--- config.mk ---
export PLATFORM = sky130hd
export DESIGN_NAME = bfins_unit
export DESIGN_NICKNAME = d
export VERILOG_FILES = /design/src/rtl/bfins_pkg.sv /design/src/rtl/bfins_decode.sv /design/src/rtl/bfins_merge.sv /design/src/rtl/bfins_unit.sv
export SDC_FILE = /design/constraint.sdc
export NUM_CORES = 1
export LEC_CHECK = 0
export BUFFER_PORTS_ARGS = -buffer_cell sky130_fd_sc_hd__buf_2
export CORE_UTILIZATION = 51
export DETAILED_ROUTE_END_ITERATION = 8
export MAX_ROUTING_LAYER = met4
export PLACE_DENSITY = 0.9
export SLEW_MARGIN = 15
export SYNTH_ARGS = -nofsm -noshare
export SYNTH_HDL_FRONTEND = slang
export SYNTH_HIERARCHICAL = 1
export SYNTH_SLANG_ARGS = --single-unit
--- constraint.sdc ---
create_clock -name clk -period 4.91 [get_ports clk]
set_input_delay 0.2455 -clock clk [delete_from_list [all_inputs] [get_ports clk]]
set_output_delay 0.2455 -clock clk [all_outputs]
set_load 0.05 [all_outputs]
--- src/rtl/bfins_pkg.sv ---
package bfins_pkg;
    localparam int INSTR_W = 32;
    localparam int FLD_W   = 5;
    localparam int IDX_W   = 4;

    localparam logic [7:0] OPC_IMM_PW   = 8'hB7;
    localparam logic [7:0] OPC_IMM_PAIR = 8'h97;
    localparam logic [7:0] OPC_IMM_RW   = 8'hD7;
    localparam logic [7:0] OPC_REG_PW   = 8'h37;

    typedef enum logic [2:0] {
        FMT_IMM_PW,
        FMT_IMM_PAIR,
        FMT_IMM_RW,
        FMT_REG_PW,
        FMT_NONE
    } fmt_e;
endpackage

--- src/rtl/bfins_decode.sv ---
module bfins_decode
    import bfins_pkg::*;
#(
    parameter int DATA_W = 32,
    localparam int PAIR_W = 2 * DATA_W
) (
    input  logic [INSTR_W-1:0] instr,
    input  logic [DATA_W-1:0]  op_b,
    input  logic [DATA_W-1:0]  op_d,
    input  logic [PAIR_W-1:0]  op_e,
    output logic               legal,
    output fmt_e               fmt,
    output logic [DATA_W-1:0]  src,
    output logic [FLD_W-1:0]   pos,
    output logic [FLD_W-1:0]   width,
    output logic [IDX_W-1:0]   dest
);
    logic [7:0]       opc;
    logic [1:0]       sec_short;
    logic [2:0]       sec_long;
    logic [FLD_W-1:0] imm_pos;
    logic [FLD_W-1:0] imm_width;
    logic [DATA_W-1:0] imm_src;

    always_comb begin
        opc       = instr[7:0];
        sec_short = instr[22:21];
        sec_long  = instr[23:21];
        imm_pos   = instr[27:23];
        imm_width = instr[20:16];
        imm_src   = {{(DATA_W-4){1'b0}}, instr[15:12]};
        dest      = instr[31:28];

        fmt = FMT_NONE;
        unique case (opc)
            OPC_IMM_PW:   if (sec_short == 2'b00) fmt = FMT_IMM_PW;
            OPC_IMM_PAIR: if (sec_long == 3'b000) fmt = FMT_IMM_PAIR;
            OPC_IMM_RW:   if (sec_long == 3'b000) fmt = FMT_IMM_RW;
            OPC_REG_PW:   if (sec_short == 2'b00) fmt = FMT_REG_PW;
            default:      fmt = FMT_NONE;
        endcase
        legal = (fmt != FMT_NONE);

        src   = imm_src;
        pos   = imm_pos;
        width = imm_width;
        case (fmt)
            FMT_IMM_PAIR: begin
                pos   = op_e[FLD_W-1:0];
                width = op_e[DATA_W+FLD_W-1:DATA_W];
            end
            FMT_IMM_RW: begin
                pos = op_d[FLD_W-1:0];
            end
            FMT_REG_PW: begin
                src = op_b;
            end
            default: ;
        endcase
    end
endmodule

--- src/rtl/bfins_merge.sv ---
module bfins_merge
    import bfins_pkg::*;
#(
    parameter int DATA_W          = 32,
    parameter bit MASK_BY_COMPARE = 1'b0,
    localparam int SUM_W          = FLD_W + 1
) (
    input  logic [DATA_W-1:0] base,
    input  logic [DATA_W-1:0] src,
    input  logic [FLD_W-1:0]  pos,
    input  logic [FLD_W-1:0]  width,
    output logic [DATA_W-1:0] mask,
    output logic [DATA_W-1:0] result,
    output logic              oor
);
    logic [SUM_W-1:0] span_end;

    assign span_end = SUM_W'(pos) + SUM_W'(width);

    generate
        if (MASK_BY_COMPARE) begin : g_cmp
            for (genvar i = 0; i < DATA_W; i++) begin : g_bit
                assign mask[i] = (SUM_W'(i) >= SUM_W'(pos)) && (SUM_W'(i) < span_end);
            end
        end else begin : g_shift
            logic [DATA_W-1:0] low_ones;
            assign low_ones = ~({DATA_W{1'b1}} << width);
            assign mask     = low_ones << pos;
        end
    endgenerate

    always_comb begin
        result = (base & ~mask) | ((src << pos) & mask);
        oor    = span_end > SUM_W'(DATA_W);
    end
endmodule

--- src/rtl/bfins_unit.sv ---
module bfins_unit
    import bfins_pkg::*;
#(
    parameter int DATA_W          = 32,
    parameter bit MASK_BY_COMPARE = 1'b0,
    localparam int PAIR_W         = 2 * DATA_W
) (
    input  logic                clk,
    input  logic                rst_n,
    input  logic                in_valid,
    input  logic [INSTR_W-1:0]  instr,
    input  logic [DATA_W-1:0]   op_a,
    input  logic [DATA_W-1:0]   op_b,
    input  logic [DATA_W-1:0]   op_d,
    input  logic [PAIR_W-1:0]   op_e,
    output logic                res_valid,
    output logic [DATA_W-1:0]   res_data,
    output logic [IDX_W-1:0]    res_dest,
    output logic                res_oor,
    output logic                res_illegal
);
    typedef struct packed {
        logic              valid;
        logic              illegal;
        logic              oor;
        logic [IDX_W-1:0]  dest;
        logic [DATA_W-1:0] data;
    } stage_t;

    stage_t st_d, st_q;

    logic              dec_legal;
    fmt_e              dec_fmt;
    logic [DATA_W-1:0] dec_src;
    logic [FLD_W-1:0]  dec_pos;
    logic [FLD_W-1:0]  dec_width;
    logic [IDX_W-1:0]  dec_dest;
    logic [DATA_W-1:0] mrg_mask;
    logic [DATA_W-1:0] mrg_result;
    logic              mrg_oor;

    bfins_decode #(.DATA_W(DATA_W)) u_decode (
        .instr (instr),
        .op_b  (op_b),
        .op_d  (op_d),
        .op_e  (op_e),
        .legal (dec_legal),
        .fmt   (dec_fmt),
        .src   (dec_src),
        .pos   (dec_pos),
        .width (dec_width),
        .dest  (dec_dest)
    );

    bfins_merge #(.DATA_W(DATA_W), .MASK_BY_COMPARE(MASK_BY_COMPARE)) u_merge (
        .base   (op_a),
        .src    (dec_src),
        .pos    (dec_pos),
        .width  (dec_width),
        .mask   (mrg_mask),
        .result (mrg_result),
        .oor    (mrg_oor)
    );

    always_comb begin
        st_d         = st_q;
        st_d.valid   = in_valid && dec_legal;
        st_d.illegal = in_valid && !dec_legal;
        st_d.oor     = in_valid && dec_legal && mrg_oor;
        if (in_valid) begin
            st_d.dest = dec_dest;
            st_d.data = mrg_result;
        end
    end

    always_ff @(posedge clk) begin
        if (!rst_n) begin
            st_q <= '0;
        end else begin
            st_q <= st_d;
        end
    end

    assign res_valid   = st_q.valid;
    assign res_illegal = st_q.illegal;
    assign res_oor     = st_q.oor;
    assign res_dest    = st_q.dest;
    assign res_data    = st_q.data;

    AST_KEEP_BASE: assert property (@(posedge clk) disable iff (!rst_n)
        in_valid |-> (((mrg_result ^ op_a) & ~mrg_mask) == '0));
    AST_ZERO_MASK: assert property (@(posedge clk) disable iff (!rst_n)
        (in_valid && dec_width == '0) |-> (mrg_mask == '0));
    AST_NO_OVERFLOW: assert property (@(posedge clk) disable iff (!rst_n)
        in_valid |-> ((mrg_mask & ~({DATA_W{1'b1}} << dec_pos)) == '0));
    AST_OOR_QUAL: assert property (@(posedge clk) disable iff (!rst_n)
        res_oor |-> res_valid);
    AST_EXCLUSIVE: assert property (@(posedge clk) disable iff (!rst_n)
        !(res_valid && res_illegal));
    AST_LATENCY: assert property (@(posedge clk) disable iff (!rst_n)
        res_valid |-> $past(in_valid));
    AST_DEST: assert property (@(posedge clk) disable iff (!rst_n)
        res_valid |-> (res_dest == $past(instr[31:28])));
endmodule

==> impl_metrics.ini, run 1 <==
[synth]
syn-num-nets = 881
syn_area_um2 = 5830
syn_inst = 680
avgSynthCellArea_um2 = 8.57
ys_warn_count = 6

[global_routing]
grt_util_all_layers_pct = 30.8
grt-ovfl-total = 0
grt_util_met1_pct = 38.1
grt_pass1_wl_um = 27300
grt.busiest_layer = met2
grt_max_degree = 51
met3_usage_pct = 5.56
use_met2_pct = 48.7
grt_pass1_vias = 5504
antenna_found_initial = 0

[clock_tree]
clock-sinks = 39
clock_path_buffers = 2
ctsResizeCount = 0
insertion_delay_ps = 290
root_buffer = clkbuf_16
cts_tree = done
clk_pin_slew_ps = 60
ctsHoldBuffers = 0
h-tree-depth = 2
postCtsSetupRepairBufs = 0
cts_buffers = 5

[setup_path]
crit_slowest_cell = clkinv_1
r2r_end = res_data[9]
cp_common_cell = mux2_2
crit_chain = buf_2 > or3b_1 > nor3_4 > mux2_2 > clkinv_1 > buf_4 > mux4_2 > a21oi_1 > mux2_2 > a221o_1 > mux2i_1 > nor2b_1
cp_max_fo = 24
startpoint_type = input pin
r2r-start = res_data[9]
reg2reg_depth = 2
cpPeakStageDelay_ps = 690
cp_data_required_time_ps = 5090
cp-end-kind = flop
r2r_setup_slack_ps = 4220
worst_ep_arrival_time_ps = 3970
critPathKind = input pin to flop

[routing]
via_per_inst = 6.41
detail_route.wl_per_cell_um = 19.2
dr.pass1.iters = 6
drtIter0Drc = 677
finalWirelength_um = 17700
vias = 5902
drc = 0
postRouteAntennaNets = 0

[layout]
mostFrequentLayoutCell = buf_2
multi_input_area_um2 = 4550
area_growth_pct = 12.8
drive_gt1_share_pct = 36.2
n_fill_cell = 971
seq_area_um2 = 781
final_cell_count_no_fill = 921
nets = 981
final_cell_mix = buf_2, mux2i_1, mux2_2, nor2_1, nor2b_1
diodes = 0

[sta]
finalSetupViolations = 0
drv_slew = 0
grt_setup_unrepaired = false
layout_min_cycle_time_ps = 3790
slew_headroom_pct = 25.4
clock_skew_ps = 0
period_share_pct = 77.1
hold_viol = 0
worst_pin_slew_ps = 1120
setup_tns_ps = 0
clock.fmax_ghz = 0.264

[die]
initial_core_util_pct = 53.1
dieArea_um2 = 11900
die_y_um = 109
dieWidth_um = 109
fp-row-count = 38
pin_count = 234
core_area_um2 = 11000

[hold_path]
hold_class = input pin to flop
holdPathEnd = res_dest[2]
holdPathStages = 3
hold_start = instr[30]

[place]
dpl.hpwl_um = 13500
gp_congestion = 1.01
io_buffers = 148
placed_cells = 913

[pwr]
vdd_drop_max_mv = 0.177
p_int_mw = 0.723
p_clk_share_pct = 27.4
power_frac_comb_pct = 43.4
cellLeakagePower_nw = 2.87
cellPowerDensity_nw_per_um2 = 181
p_seq_share_pct = 29.2
p_sw_mw = 0.465
sw_frac_of_total_pct = 39.1

[status]
status = finished, final reports clean

[run]
drv_cap = 0
-- through the flow --
stage          util [%]  power (mW)  hold WS, ps  worst slack [ps]  cell area (µm²)
3_3_place_gp       58.6       0.849          490               885             6430
3_5_place_dp       58.6       0.859          502               900             6430
6_report           59.9        1.19          219              1120             6580
5_1_grt            59.9        1.24          251               945             6580
2_1_floorplan         -       0.739          421              1440             5830
4_1_cts            59.9        1.18          222              1210             6580
-- power groups by stage --
stage / Clock [mW] / Sequential, mW / Combinational (mW)
2_1_floorplan: 0 / 0.423 / 0.315
3_3_place_gp: 0 / 0.353 / 0.496
3_5_place_dp: 0 / 0.354 / 0.505
4_1_cts: 0.330 / 0.347 / 0.506
5_1_grt: 0.341 / 0.349 / 0.552
6_report: 0.326 / 0.347 / 0.515
-- critical path, delay by kind of cell --
family | cells | cell delay [ps]
mux | 4 | 1290
compound gates | 2 | 410
buf+inv | 3 | 1220
simple gates | 3 | 800
-- worst max path at each step --
stage	startpoint	endpoint	depth (start not counted)
after floorplan	instr[5]	res_oor	16
after global placement	instr[22]	res_data[20]	12
after detailed placement	instr[5]	res_data[20]	12
after CTS	instr[5]	res_data[20]	12
after global routing	instr[5]	res_data[31]	13
final	instr[5]	res_data[27]	12
-- layout make-up --
| class | count | area share [%] |
|---|---|---|
| inverter | 19 | 1.08 |
| tap | 140 | 2.66 |
| clock inverter | 3 | 0.304 |
| timing repair buffer | 163 | 13.0 |
| clock buffer | 5 | 1.90 |
| sequential | 39 | 11.9 |
| multi-input combinational | 552 | 69.2 |
-- flip-flops by register name, indices dropped and copies added (netlist names) --
| signal | flops |
|---|---|
| res_oor | 1 |
| res_valid | 1 |
| res_dest | 4 |
| res_illegal | 1 |
| res_data | 32 |
-- per-layer routing --
metal | vias to the layer above | wire length [µm]
met3 | 55 | 1710
met1 | 2725 | 7050
met5 | - | 0
met2 | 369 | 8120
met4 | 0 | 777
li1 | 2753 | -
Note: power is estimated with default switching activity, not from simulation.
==> run 2, diff against run 1 <==
==> constraint.sdc (replaced) <==
create_clock -name clk -period 3.9 [get_ports clk]
set_input_delay 0.195 -clock clk [delete_from_list [all_inputs] [get_ports clk]]
set_output_delay 0.195 -clock clk [all_outputs]
set_load 0.05 [all_outputs]
==> run 2 against run 1 <==
Hold slack got worse by 55 ps. Design area grew 3.0%. Flip-flop and latch count is the same. Largest cell class unchanged. Clock skew did not move. Register-to-register slack worse by 990 ps. Die area stayed put. Critical endpoint is now res_data[24]. Count of clock-buffer cells in the layout is the same. Sequential power increased by 26%. Critical path depth did not move.
==> impl_metrics.ini, run 2 (synthesis gave the netlist of run 1 again) <==
[global_routing]
grt_util_all_layers_pct = 31.8
grt.busiest_layer = met2
grt_max_degree = 40
met3_usage_pct = 5.98
grt_pass1_vias = 5521
grt_pass1_wl_um = 28100
grt-ovfl-total = 0
grt_util_met1_pct = 38.3
use_met2_pct = 50.6
antenna_found_initial = 0

[die]
initial_core_util_pct = 53.1
dieArea_um2 = 11900
pin_count = 234
dieWidth_um = 109
fp-row-count = 38
die_y_um = 109
core_area_um2 = 11000

[sta]
hold_viol = 0
drv_slew = 0
layout_min_cycle_time_ps = 3470
clock.fmax_ghz = 0.288
worst_pin_slew_ps = 1070
clock_skew_ps = 0
finalWorstSetupSlack_ps = 432
finalSetupViolations = 0
slew_headroom_pct = 28.6
grt_setup_unrepaired = false
period_share_pct = 88.9
setup_tns_ps = 0

[setup_path]
cp-end-kind = flop
critical_path.startpoint = instr[5]
worst_ep_arrival_time_ps = 3690
critPathKind = input pin to flop
startpoint_type = input pin
cp_data_required_time_ps = 4120
cp_max_fo = 14
r2r-start = res_data[15]

[layout]
largest_register_ffs = 32
diodes = 0
fin_area_um2 = 6780
drive_gt1_share_pct = 37.7
nets = 999
final_cell_mix = buf_2, mux2i_1, mux2_2, nor2_1, nor2b_1
mostFrequentLayoutCell = buf_2
area_growth_pct = 16.2

[clock_tree]
ctsResizeCount = 0
h-tree-depth = 2
insertion_delay_ps = 280
clk_pin_slew_ps = 60
ctsHoldBuffers = 0
root_buffer = clkbuf_16
cts_tree = done
clock-sinks = 39
cts_buffers = 5
postCtsSetupRepairBufs = 0
clock_path_buffers = 2

[place]
dpl.hpwl_um = 14300
gp_congestion = 0.984
io_buffers = 148
dpl_cell_area_um2 = 6600
post-place-ws_ps = 156

[status]
status = finished, final reports clean

[hold_path]
hold_start = instr[30]
hold_class = input pin to flop

[routing]
drtIter0Drc = 709
vias = 6026
via_per_inst = 6.42
detail_route.wl_per_cell_um = 19.5
dr.pass1.iters = 6
finalWirelength_um = 18300
postRouteAntennaNets = 0
drc = 0

[pwr]
total_power_mw = 1.59
cellLeakagePower_nw = 2.99
cellPowerDensity_nw_per_um2 = 235
vdd_drop_max_mv = 0.264

[run]
drv_cap = 0
run 2: worst paths after layout:
path / slack (ps) / endpoint / cells past startpoint
max: 430 / res_data[24] / 12
min reg2reg: 510 / res_dest[2] / 2
min: 160 / res_dest[2] / 3
max reg2reg: 3230 / res_data[15] / 2
run 2: metal layers:
metal	vias up	part of all wire, %
met3	61	9.3
met5	-	0
li1	2786	-
met4	0	4.9
met2	401	46
met1	2778	40
run 2: report_power, final:
part	internal (mW)	switching (mW)
registers	0.424	0.0130
logic	0.269	0.406
clock network	0.304	0.175
total	0.997	0.594
run 2: cell type report:
type,instances,area (µm²)
well taps,140,175
multi-input cells,552,4550
clock inverters,3,46.3
flip-flops and latches,39,781
repair buffers,181,1030
clock buffers,5,125
inverters,19,71.3
fillers,931,4210
run 2: per-stage QoR:
step | hold WS (ps) | utilization [%] | std cells
floorplan | 371 | - | 680
global placement | 456 | 60.1 | 931
detailed placement | 460 | 60.1 | 931
CTS | 165 | 61.7 | 939
global route | 175 | 61.7 | 939
finish | 164 | 61.7 | 939
run 2: critical path, cell delays in order:
cell and delay (ps):
buf_2 110, or3b_1 480, nor4_4 330, mux2_2 520, nor2_1 510, a21oi_1 210
o22a_1 290, o31ai_2 320, mux2i_1 120, o21ai_0 320, mux2i_1 130, nor2b_1 160
==> run 3, diff against run 2 <==
--- a/config.mk
+++ b/config.mk
@@ -6,10 +6,13 @@
 export NUM_CORES = 1
 export LEC_CHECK = 0
 export BUFFER_PORTS_ARGS = -buffer_cell sky130_fd_sc_hd__buf_2
-export CORE_UTILIZATION = 51
+export CELL_PAD_IN_SITES_DETAIL_PLACEMENT = 0
+export CELL_PAD_IN_SITES_GLOBAL_PLACEMENT = 1
+export CORE_UTILIZATION = 36
 export DETAILED_ROUTE_END_ITERATION = 8
 export MAX_ROUTING_LAYER = met4
-export PLACE_DENSITY = 0.9
+export PLACE_DENSITY = 0.89
+export REMOVE_ABC_BUFFERS = 1
 export SLEW_MARGIN = 15
 export SYNTH_ARGS = -nofsm -noshare
 export SYNTH_HDL_FRONTEND = slang
==> run 3 against run 2 <==
Final cell count grew 8.9%. Non-clock buffer count grew 8. Global-route usage shrank 8.9 points. Critical endpoint is now res_data[23]. Critical path depth grew 1. Sequential power is essentially flat.
==> impl_metrics.ini, run 3 (synthesis gave the netlist of run 1 again) <==
[die]
initial_core_util_pct = 36.8
dieArea_um2 = 16700
fp-row-count = 46
pin_count = 234
core_area_um2 = 15800
die_y_um = 129
dieWidth_um = 129

[pwr]
cellPowerDensity_nw_per_um2 = 228
total_power_mw = 1.58
cellLeakagePower_nw = 3.02
vdd_drop_max_mv = 0.284

[routing]
drtIter0Drc = 479
postRouteAntennaNets = 0
via_per_inst = 5.70
vias = 5829
detail_route.wl_per_cell_um = 18.0
drc = 0
finalWirelength_um = 18400
dr.pass1.iters = 5

[global_routing]
grt_max_degree = 45
grt_util_all_layers_pct = 22.9
grt_pass1_vias = 5385
grt-ovfl-total = 0
antenna_found_initial = 0
grt_pass1_wl_um = 28900

[place]
placed_cells = 1015
dpl.hpwl_um = 14600
io_buffers = 148
gp_congestion = 0.961
dpl_cell_area_um2 = 6750

[layout]
n_fill_cell = 1609
multi_input_area_um2 = 4550
seq_area_um2 = 781
diodes = 0
fin_area_um2 = 6920
mostFrequentLayoutCell = buf_2
largest_register_ffs = 32
area_growth_pct = 18.7
fin_util_pct = 43.7
nets = 1007
final_cell_mix = buf_2, mux2i_1, mux2_2, nor2_1, nor2b_1
final_cell_count_no_fill = 1023
drive_gt1_share_pct = 38.3

[setup_path]
r2r-start = res_data[23]
cp_max_fo = 14
crit_slowest_cell = mux2_2
reg2reg_depth = 2
r2r_setup_slack_ps = 3250
cp-end-kind = flop
cp_common_cell = mux2_2
startpoint_type = input pin
crit_end = res_data[23]
worst_ep_arrival_time_ps = 3560
cpPeakStageDelay_ps = 530
cp_data_required_time_ps = 4070
critical_path.startpoint = instr[22]
r2r_end = res_data[23]
crit_chain = buf_2 > or3_4 > nor4_4 > mux2_2 > nor2_1 > a21oi_1 > o311ai_0 > buf_4 > mux2_2 > o22ai_1 > mux2_2 > mux2i_1 > nor2b_1
critPathKind = input pin to flop

[clock_tree]
ctsHoldBuffers = 0
postCtsSetupRepairBufs = 0
insertion_delay_ps = 280
cts_tree = done
ctsResizeCount = 0
clk_pin_slew_ps = 60
cts_buffers = 5
h-tree-depth = 2
root_buffer = clkbuf_16
clock_path_buffers = 2
clock-sinks = 39

[hold_path]
hold_class = input pin to flop
hold_start = instr[28]

[sta]
drv_slew = 0
clock.fmax_ghz = 0.295
hold_viol = 0
finalSetupViolations = 0
grt_setup_unrepaired = false
period_share_pct = 87.0
clock_skew_ps = 0
setup_tns_ps = 0
worst_pin_slew_ps = 1130
slew_headroom_pct = 24.9
layout_min_cycle_time_ps = 3390

[status]
status = finished, final reports clean

[run]
drv_cap = 0
==> run 3: cell types whose count changed in the layout (fill, tap and decap cells not counted), sizes merged <==
cell,previous run,this run
buf,181,189
clkinv,2,3
clkinvlp,1,0
==> run 3: worst min path at each step <==
stage	slack, ps	cells past startpoint	endpoint
after floorplan	310	2	res_illegal
after global placement	450	3	res_dest[0]
after detailed placement	470	3	res_dest[1]
after CTS	170	3	res_dest[0]
after global routing	170	3	res_dest[3]
final	170	3	res_dest[0]
==> run 3: layer usage <==
layer	vias up	part of all wire, %	global-route usage, %
met3	23	7.1	2.85
met2	283	46	36.0
met5	-	0	-
met4	0	2.6	6.57
met1	2711	44	30.6
li1	2812	-	-
==> run 3: per-stage QoR <==
stage / setup slack [ps] / hold WS (ps)
finish: 505 / 174
global route: 252 / 172
CTS: 522 / 170
detailed placement: 225 / 467
global placement: 257 / 451
floorplan: -611 / 309
==> run 3: final cells by class <==
cell class                      instances  share of cell area, %
Multi-Input combinational cell        552                   65.8
Timing Repair Buffer                  189                   15.5
Sequential cell                        39                   11.3
Tap cell                              216                   3.91
Clock buffer                            5                   1.81
Inverter                               19                   1.03
Clock inverter                          3                  0.687
==> run 3: critical path: cells and delay by family <==
family,cells,cell delay [ps]
buf+inv,2,300
simple gates,4,1360
mux,4,1120
compound gates,3,580
==> run 3: power by group <==
part / internal (mW) / total [mW] / switching, mW
Combinational: 0.270 / 0.671 / 0.400
Clock: 0.305 / 0.471 / 0.166
Sequential: 0.424 / 0.436 / 0.0119
